==> src/rtl/jsw_pkg.sv <==
package jsw_pkg;
   localparam int RND_W = 16;
   localparam logic [RND_W-1:0] RND_TAPS = 16'hB400;
endpackage

==> src/rtl/jsw_lfsr.sv <==
module jsw_lfsr
   import jsw_pkg::*;
#(
   parameter logic [RND_W-1:0] SEED = 16'hACE1
) (
   input  logic             clk,
   input  logic             rst,
   input  logic             step,
   output logic [RND_W-1:0] value
);
   if (SEED == '0) begin : g_bad_seed
      $error("jsw_lfsr: SEED must be nonzero");
   end

   logic [RND_W-1:0] state_q;

   always_ff @(posedge clk) begin
      if (rst) begin
         state_q <= SEED;
      end else if (step) begin
         state_q <= state_q[0] ? ((state_q >> 1) ^ RND_TAPS) : (state_q >> 1);
      end
   end

   assign value = state_q;

   // the generator never locks up in the all-zero state
   assert_lfsr_live_R4: assert property (@(posedge clk) disable iff (rst)
      state_q != '0);
endmodule

==> src/rtl/jsw_len_sel.sv <==
module jsw_len_sel
   import jsw_pkg::*;
#(
   parameter int T_MIN   = 27,
   parameter int T_MAX   = 33,
   parameter int LEN_W   = 6,
   parameter int FORCE_W = 8
) (
   input  logic [RND_W-1:0]   rnd,
   input  logic               force_en,
   input  logic [FORCE_W-1:0] force_len,
   output logic [LEN_W-1:0]   len
);
   localparam int SPAN = T_MAX - T_MIN + 1;

   logic [LEN_W-1:0] rnd_len;
   logic [LEN_W-1:0] frc_len;

   if (SPAN == 1) begin : g_fixed
      assign rnd_len = LEN_W'(T_MIN);
   end else if ((SPAN & (SPAN - 1)) == 0) begin : g_mask
      localparam int MB = $clog2(SPAN);
      assign rnd_len = LEN_W'(T_MIN) + LEN_W'(rnd[MB-1:0]);
   end else begin : g_mod
      logic [31:0] rem;
      assign rem     = 32'(rnd) % 32'(SPAN);
      assign rnd_len = LEN_W'(32'(T_MIN) + rem);
   end

   always_comb begin
      if (32'(force_len) < 32'(T_MIN)) begin
         frc_len = LEN_W'(T_MIN);
      end else if (32'(force_len) > 32'(T_MAX)) begin
         frc_len = LEN_W'(T_MAX);
      end else begin
         frc_len = LEN_W'(force_len);
      end
   end

   assign len = force_en ? frc_len : rnd_len;
endmodule

==> src/rtl/jitter_switch.sv <==
module jitter_switch
   import jsw_pkg::*;
#(
   parameter int               T_MIN     = 27,
   parameter int               T_MAX     = 33,
   parameter int               FORCE_W   = 8,
   parameter logic [RND_W-1:0] LFSR_SEED = 16'hACE1
) (
   input  logic               clk,
   input  logic               rst,
   input  logic               tick,
   input  logic               alarm_in,
   input  logic               force_len_en,
   input  logic [FORCE_W-1:0] force_len,
   output logic               alarm_out,
   output logic               lost_change
);
   localparam int LEN_W = $clog2(T_MAX + 1);

   if (T_MIN < 1) begin : g_bad_min
      $error("jitter_switch: T_MIN must be at least 1");
   end
   if (T_MAX < T_MIN) begin : g_bad_max
      $error("jitter_switch: T_MAX must not be below T_MIN");
   end

   logic             running_q;
   logic [LEN_W-1:0] remain_q;
   logic             latched_q;
   logic             disturbed_q;
   logic             out_q;
   logic             lost_q;
   logic [RND_W-1:0] rnd_val;
   logic [LEN_W-1:0] next_len;
   logic             cycle_end;
   logic             cycle_start;

   assign cycle_end   = tick && running_q && (remain_q == '0);
   assign cycle_start = tick && (!running_q || (remain_q == '0));

   jsw_lfsr #(.SEED(LFSR_SEED)) u_rnd (
      .clk   (clk),
      .rst   (rst),
      .step  (cycle_start),
      .value (rnd_val)
   );

   jsw_len_sel #(
      .T_MIN   (T_MIN),
      .T_MAX   (T_MAX),
      .LEN_W   (LEN_W),
      .FORCE_W (FORCE_W)
   ) u_len (
      .rnd       (rnd_val),
      .force_en  (force_len_en),
      .force_len (force_len),
      .len       (next_len)
   );

   always_ff @(posedge clk) begin
      if (rst) begin
         running_q   <= 1'b0;
         remain_q    <= '0;
         latched_q   <= 1'b0;
         disturbed_q <= 1'b0;
         out_q       <= 1'b0;
         lost_q      <= 1'b0;
      end else begin
         lost_q <= 1'b0;
         if (cycle_start) begin
            running_q   <= 1'b1;
            latched_q   <= alarm_in;
            remain_q    <= next_len - LEN_W'(1);
            disturbed_q <= 1'b0;
            if (cycle_end) begin
               out_q  <= latched_q;
               lost_q <= disturbed_q && (alarm_in == latched_q);
            end
         end else begin
            if (tick && running_q) begin
               remain_q <= remain_q - LEN_W'(1);
            end
            if (running_q && (alarm_in != latched_q)) begin
               disturbed_q <= 1'b1;
            end
         end
      end
   end

   assign alarm_out   = out_q;
   assign lost_change = lost_q;

   // outputs are cleared in the clock after reset is sampled
   assert_reset_clear_R1: assert property (@(posedge clk)
      $past(rst) |-> (!alarm_out && !lost_change));

   // the output only moves on the clock after a tick
   assert_out_on_tick_R2: assert property (@(posedge clk) disable iff (rst)
      !tick |=> $stable(alarm_out));

   // the countdown never exceeds the longest cycle
   assert_remain_bound_R2: assert property (@(posedge clk) disable iff (rst)
      remain_q < LEN_W'(T_MAX));

   // every chosen length lies inside the window
   assert_len_window_R4: assert property (@(posedge clk) disable iff (rst)
      cycle_start |-> ((next_len >= LEN_W'(T_MIN)) && (next_len <= LEN_W'(T_MAX))));

   // the lost flag is a single-clock pulse following a tick
   assert_lost_single_R8: assert property (@(posedge clk) disable iff (rst)
      lost_change |=> !lost_change);

   assert_lost_after_tick_R8: assert property (@(posedge clk) disable iff (rst)
      lost_change |-> $past(tick));
endmodule

==> config.mk <==
export PLATFORM = sky130hd
export DESIGN_NAME = jitter_switch
export DESIGN_NICKNAME = d
export VERILOG_FILES = /design/src/rtl/jsw_pkg.sv /design/src/rtl/jsw_lfsr.sv /design/src/rtl/jsw_len_sel.sv /design/src/rtl/jitter_switch.sv
export SDC_FILE = /design/constraint.sdc
export NUM_CORES = 1
export LEC_CHECK = 0
export ABC_AREA = 1
export BUFFER_PORTS_ARGS = -buffer_cell sky130_fd_sc_hd__buf_2
export CAP_MARGIN = 20
export CORE_MARGIN = 4
export CORE_UTILIZATION = 30
export DETAILED_ROUTE_END_ITERATION = 7
export GPL_TIMING_DRIVEN = 0
export HOLD_SLACK_MARGIN = 0.1
export MAX_ROUTING_LAYER = met4
export PLACE_DENSITY = 0.55
export SLEW_MARGIN = 5
export SYNTH_ARGS = -nofsm -noshare
export SYNTH_HDL_FRONTEND = slang
export SYNTH_HIERARCHICAL = 1
export SYNTH_SLANG_ARGS = --single-unit
==> constraint.sdc <==
create_clock -name clk -period 7.5 [get_ports clk]
set_input_delay 0.375 -clock clk [delete_from_list [all_inputs] [get_ports clk]]
set_output_delay 0.375 -clock clk [all_outputs]
set_load 0.01 [all_outputs]
==> results of run 1 <==
==> placed cells by master (no fill, tap or decap), types with 3 or more instances in the layout <==
master     synthesis  layout
nor2_2             5       5
inv_2              8      13
nand4_4            3       9
a21oi_2            2       3
ha_4               0       4
o21ai_4            1       5
buf_6              7      10
nor2_1            55      52
nand3_4            5      14
nand2_2           31      41
clkbuf_16          0       3
xnor2_1            3       3
nand2_1          200     169
a21oi_1           24      22
nor3_1             6       6
buf_4              3      59
buf_2              1      15
inv_1             95      87
o21ai_1            9       8
nand4_1           20      20
inv_4              1       4
dfxtp_1           27      24
o21ai_0           24      22
nand3_2           15      21
nand3b_1           8       8
nand3_1           77      62
o211ai_1           3       3
nor2_4             7      10
xor2_1             6       6
nand2_4           10      31
==> final timing paths <==
path	endpoint	from	depth (start not counted)	slack, ns
worst max-delay path	remain_q[5]	u_rnd/value[14]	67	0.06
worst min-delay path	latched_q	alarm_in	3	0.38
worst max register to register	remain_q[5]	u_rnd/value[14]	67	0.06
worst min register to register	lost_change	disturbed_q	2	0.44
==> final cells by class <==
type | instances | area [um2]
timing repair buffer | 75 | 564
sequential | 27 | 549
fill | 1366 | 7780
inverter | 106 | 418
clock inverter | 1 | 8.76
tap | 176 | 220
buffer | 14 | 118
clock buffer | 3 | 75.1
multi-input combinational | 547 | 3570
==> sequential cells by signal, indices dropped and copies added (netlist names) <==
register	count
alarm_out	1
disturbed_q	1
latched_q	1
lost_change	1
remain_q	6
running_q	1
u_rnd/value	16
==> layer usage <==
layer  global-route usage (%)  part of all wire, %  routed length, um  vias to the layer above
met2                     22.4                   50               5320                       13
met5                        -                    0                  0                        -
met1                     17.5                   49               5180                     2024
li1                         -                    -                  -                     2411
met3                    0.682                 0.59                 62                        2
met4                     1.85                 0.31                 33                        0
==> stage by stage <==
| step | util (%) | area, um2 | instances | hold slack, ns | setup TNS (ns) |
|---|---|---|---|---|---|
| floorplan | - | 4100 | 694 | 0.414 | 0 |
| global placement | 33.0 | 4390 | 884 | 0.438 | -2.16 |
| detailed placement | 33.0 | 4390 | 884 | 0.449 | -2.20 |
| CTS | 37.4 | 4970 | 924 | 0.373 | 0 |
| global route | 41.5 | 5520 | 949 | 0.401 | -2.16 |
| finish | 41.5 | 5520 | 949 | 0.376 | 0 |
==> cell families (layout without fill, tap and decap cells) <==
kind of cell | count (synthesis) | after routing | share of synthesized area, %
xor+xnor | 9 | 9 | 1.92
flops | 27 | 27 | 13.2
fa+ha+maj | 5 | 5 | 1.52
simple gates | 460 | 460 | 60.0
compound gates | 73 | 73 | 10.6
buf+inv | 120 | 199 | 12.8
==> worst reg2reg max path: cells and delay by family (launching register included) <==
family                   cells  cell delay, ns
AO/OA/AOI/OAI                3            0.46
XOR/XNOR                     1            0.08
adder cells (fa/ha/maj)      3            0.53
buffers and inverters        7            0.52
flip-flops                   1            0.36
AND/OR/NAND/NOR             53            5.42
==> repair_timing <==
item,in CTS,in global routing
setup buffers,36,26
pin swaps,45,73
resized for setup,47,86
endpoints found under the setup margin,5,6
==> qor.yml, run 1 <==
route.vias.total: 4450
core-area_um2: 13300
post-place-ws_ns: -0.509
rsz0062_at_grt: "yes"
drive_gt1_share_pct: 34.5
period_share_pct: 99.2
drc: 0
overflow: 0
synth-edff-count: 0
synth_nets: 712
grt_pass1_wl_mm: 17.9
postSynthCellCount: 694
grt_start_max_net_pins: 18
numCtsBuffers: 3
worstSetupStartpointType: "flip-flop"
die_w_um: 125
grt.total_usage_pct: 13.0
ys_types: 48
drt_iter0_drc: 205
clock_path_buffers: 2
clk_pin_slew_ns: 0.07
critPathMaxStageDelay_ns: 0.36
portBuffers: 14
cpLargestDelayFamily: "simple AND/OR/NAND/NOR gates"
routed_wl_mm: 10.6
clock_sinks: 27
tightest_slew_ns: 0.812
hold_class: "input pin to flip-flop"
synthTopCellsByArea: "nand2_1, dfxtp_1, nand3_1"
start_util_pct: 30.9
yosysWarningCount: 6
antenna_cells: 0
synth.top_cell.area_share_pct: 18.3
die_h_um: 125
yosys.area.top_type: "nand2_1"
postSynth.asyncResetShare_pct: 0
cp-end-kind: "flip-flop"
critPathRequiredTime_ns: 7.71
path_buf_inv: 7
setup_viol: 0
holdBufCountCts: 0
fin_skew_ns: 0.00633
routed_via_density: 4.69
antenna_found_initial: 0
cts_tree: "yes"
min_period_ns: 7.44
arrival_ns: 7.65
avgSynthCellArea_um2: 5.91
maxCapViolCount: 0
pin_count: 15
place_congestion: 0.817
finalHoldViolCount: 0
finalWorstSetupSlack_ns: 0.0616
die_area_um2: 15600
synthFlopType: "dfxtp_1"
syn_area_um2: 4100
synth_seq_cells: 27
num_rows: 42
worstSetupPathType: "flip-flop to flip-flop"
clk_latency_ns: 0.26
path_max_fanout: 7
yosysMostFrequentCell: "nand2_1"
synth_seq_area_share_pct: 13.2
clockRootBuffer: "clkbuf_16"
clock.fmax_ghz: 0.134
slew_headroom_pct: 45.9
wl_per_cell_um: 11.2
slowest_stage: "dfxtp_4"
syn_to_final_growth_pct: 34.5
final_nets: 792
dp_hpwl_mm: 7.40
ant_nets: 0
htree_num_levels: 1
drt-pass1-iter-count: 4
grt_pass1_vias: 4166
outcome: "finished clean"
ys_top_cells_by_count: "nand2_1, inv_1, nand3_1"
report.final.slew_viol_count: 0
Power of run 1 is left out: the tool's default activity adds up to more than one toggle a clock period on the data nets, which glitch-free logic cannot reach.
==> run 2: changes to the inputs <==
--- a/config.mk
+++ b/config.mk
@@ -5,7 +5,6 @@
 export SDC_FILE = /design/constraint.sdc
 export NUM_CORES = 1
 export LEC_CHECK = 0
-export ABC_AREA = 1
 export BUFFER_PORTS_ARGS = -buffer_cell sky130_fd_sc_hd__buf_2
 export CAP_MARGIN = 20
 export CORE_MARGIN = 4
@@ -15,6 +14,7 @@
 export HOLD_SLACK_MARGIN = 0.1
 export MAX_ROUTING_LAYER = met4
 export PLACE_DENSITY = 0.55
+export SETUP_SLACK_MARGIN = 0.3
 export SLEW_MARGIN = 5
 export SYNTH_ARGS = -nofsm -noshare
 export SYNTH_HDL_FRONTEND = slang
==> run 2 against run 1 <==
Effect of this change: the flow now finishes with violations (setup timing); non-clock buffer count is 5 lower; fmax decreased by 8.5%; hold slack worse by 0.035 ns; clock-buffer cell count is 1 higher; sequential share of layout area increased by 1.0 points; wire length grew 1.0%; first-iteration DRC count grew 22%; core utilization decreased by 0.46 points; register-to-register slack got worse by 0.69 ns; via count is 9.7% lower; global-route usage is 1.7 points higher.
==> qor.yml, run 2 <==
outcome: "finished, violations left"
violations: "setup timing"
yosys.area.top_type: "dfxtp_1"
die_w_um: 120  # -3.8%
ys_top_cells_by_count: "nor2_1, nand2_1, a21oi_1"
drt-pass1-iter-count: 4  # unchanged
synth_seq_area_share_pct: 14.3  # +1.1 points
ys_types: 104  # +120%
cpMostUsedCell: "buf_6"
tightest_slew_ns: 0.693  # -0.118 ns
report.final.slew_viol_count: 0  # unchanged
finalWorstSetupSlack_ns: -0.628  # -0.689 ns
regToRegEndpoint: "remain_q[4]"
synthTopCellsByArea: "dfxtp_1, mux2i_1, nor2_1"
syn_area_um2: 3770  # -8.0%
final_common_cell: "buf_4"
pin_count: 15  # unchanged
yosysWarningCount: 6  # unchanged
antenna_found_initial: 0  # unchanged
clockRootBuffer: "clkbuf_16"
arrival_ns: 8.31  # +0.66 ns
numCtsBuffers: 3  # unchanged
clk_pin_slew_ns: 0.07  # about the same
dp_hpwl_mm: 7.62  # +3.0%
synth_seq_cells: 27  # unchanged
maxCapViolCount: 0  # unchanged
min_period_ns: 8.13  # +0.689 ns
syn_to_final_growth_pct: 32.3
drc: 0  # unchanged
finalHoldViolCount: 0  # unchanged
clock_path_buffers: 2  # unchanged
start_util_pct: 31.0  # +0.17 points
cts_tree: "yes"
synth.top_cell.area_share_pct: 14.3  # -4.0 points
r2r_slack_ns: -0.63  # -0.69 ns
postSynth.asyncResetShare_pct: 0  # unchanged
hold_ws_ns: 0.341  # -0.0350 ns
hold_start: "rst"
routed_wl_mm: 10.7  # +1.0%
fin_skew_ns: 0.00316  # -0.00317 ns
antenna_cells: 0  # unchanged
grt_start_max_net_pins: 15  # -3
setup_viol: 5  # +5
clk_latency_ns: 0.26  # about the same
core-area_um2: 12200  # -8.5%
portBuffers: 13  # -1
drive_gt1_share_pct: 37.8  # +3.3 points
mostFrequentLayoutCells: "buf_4, nor2_1, nand2_1"
num_rows: 40  # -4.8%
worstSetupPathType: "flip-flop to flip-flop"
cp-end-kind: "flip-flop"
slew_headroom_pct: 53.4  # +7.5 points
die_area_um2: 14400  # -7.5%
path_max_fanout: 7  # unchanged
synth_nets: 499  # -30%
grt_pass1_vias: 3716  # -11%
worst_r2r_path_depth: 43  # -36%
overflow: 0  # unchanged
die_h_um: 120  # -3.8%
synthFlopType: "dfxtp_1"
place_congestion: 0.873  # +6.8%
avgSynthCellArea_um2: 7.85  # +33%
postSynthCellCount: 481  # -31%
final_nets: 558  # -30%
largest_reg_flops: 16  # unchanged
wl_per_cell_um: 15.1  # +36%
critPathRequiredTime_ns: 7.68  # -0.03 ns
holdBufCountCts: 0  # unchanged
route.vias.total: 4019  # -9.7%
clock_sinks: 27  # unchanged
htree_num_levels: 1  # unchanged
clock.fmax_ghz: 0.123  # -8.5%
utilization_pct: 41.0  # -0.46 points
min_to: "lost_change"
critPathMaxStageDelay_ns: 0.55  # +0.19 ns
grt.total_usage_pct: 14.7  # +1.7 points
slowest_stage: "or4_4"
yosysMostFrequentCell: "nor2_1"
synth-edff-count: 0  # unchanged
period_share_pct: 108  # +9.2 points
drt_iter0_drc: 250  # +22%
ant_nets: 0  # unchanged
hold_depth: 2  # -1
timing.rr.start: "u_rnd/value[13]"
routed_via_density: 5.68  # +21%
worstSetupStartpointType: "flip-flop"
grt_pass1_wl_mm: 17.9  # +0.31%
hold_class: "input pin to flip-flop"
rsz0062_at_grt: "yes"
==> run 2: changes by cell type after synthesis, moves of 10 or more <==
cell,before,now
nand3_1,77,10
inv_1,95,17
nand2_1,200,35
mux2i_1,0,19
nand2_2,31,0
nand3_2,15,2
nand4_1,20,10
nor2_1,55,40
nand2_4,10,0
==> run 2: worst max-delay path by stage <==
stage / to / startpoint / slack, ns
2_1_floorplan: remain_q[4] / u_rnd/value[13] / -0.32
3_3_place_gp: remain_q[5] / u_rnd/value[13] / -1.24
3_5_place_dp: remain_q[4] / u_rnd/value[13] / -1.28
4_1_cts: remain_q[5] / u_rnd/value[13] / -0.66
5_1_grt: remain_q[5] / u_rnd/value[13] / -1.08
6_report: remain_q[4] / u_rnd/value[13] / -0.63
==> run 2: layer usage <==
metal,GRT usage [%],part of all wire (%),vias up
met1,19.3,45,1927
met2,25.4,50,94
met3,1.23,3.9,10
li1,-,-,1988
met5,-,0,-
met4,2.00,0.61,0
==> run 2: final cells by class <==
type | instances | area, um2
plain buffers | 30 | 224
clock buffers | 4 | 78.8
fillers | 1187 | 7170
inverters | 17 | 66.3
multi-input cells | 407 | 3490
flip-flops and latches | 27 | 547
well taps | 168 | 210
repair buffers | 54 | 375
==> run 2: timing repair <==
item | 4_1_cts | 5_1_grt
resized for setup | 30 | 48
endpoints found under the setup margin | 6 | 6
setup buffers | 21 | 19
pin swaps | 41 | 38
==> run 2: cells by family (layout without fill, tap and decap cells) <==
group	after synthesis	count (layout)	synth area share, %
flops	27	27	14.3
compound gates	183	183	39.3
xor+xnor	18	18	4.18
buf+inv	47	105	7.10
mux	27	27	7.73
simple gates	170	170	24.6
fa+ha+maj	9	9	2.79
==> run 2: worst max-delay path: cells and delay by family, from the launching register on <==
kind	cells	cell delay (ns)
XOR/XNOR	2	0.32
flip-flops	1	0.34
AO/OA/AOI/OAI	20	4.13
adder cells (fa/ha/maj)	4	0.72
multiplexers	1	0.23
buffers and inverters	6	0.69
AND/OR/NAND/NOR	10	1.58
==> run 2: metrics by stage <==
step / instances / setup slack, ns / TNS (ns) / cell area (um2)
floorplan: 481 / -0.317 / -0.884 / 3950
global placement: 662 / -1.24 / -5.92 / 4220
detailed placement: 663 / -1.28 / -6.12 / 4230
CTS: 688 / -0.656 / -2.51 / 4590
global route: 707 / -1.08 / -4.49 / 4990
finish: 707 / -0.628 / -2.10 / 4990
Power of run 2 is left out for the same reason.
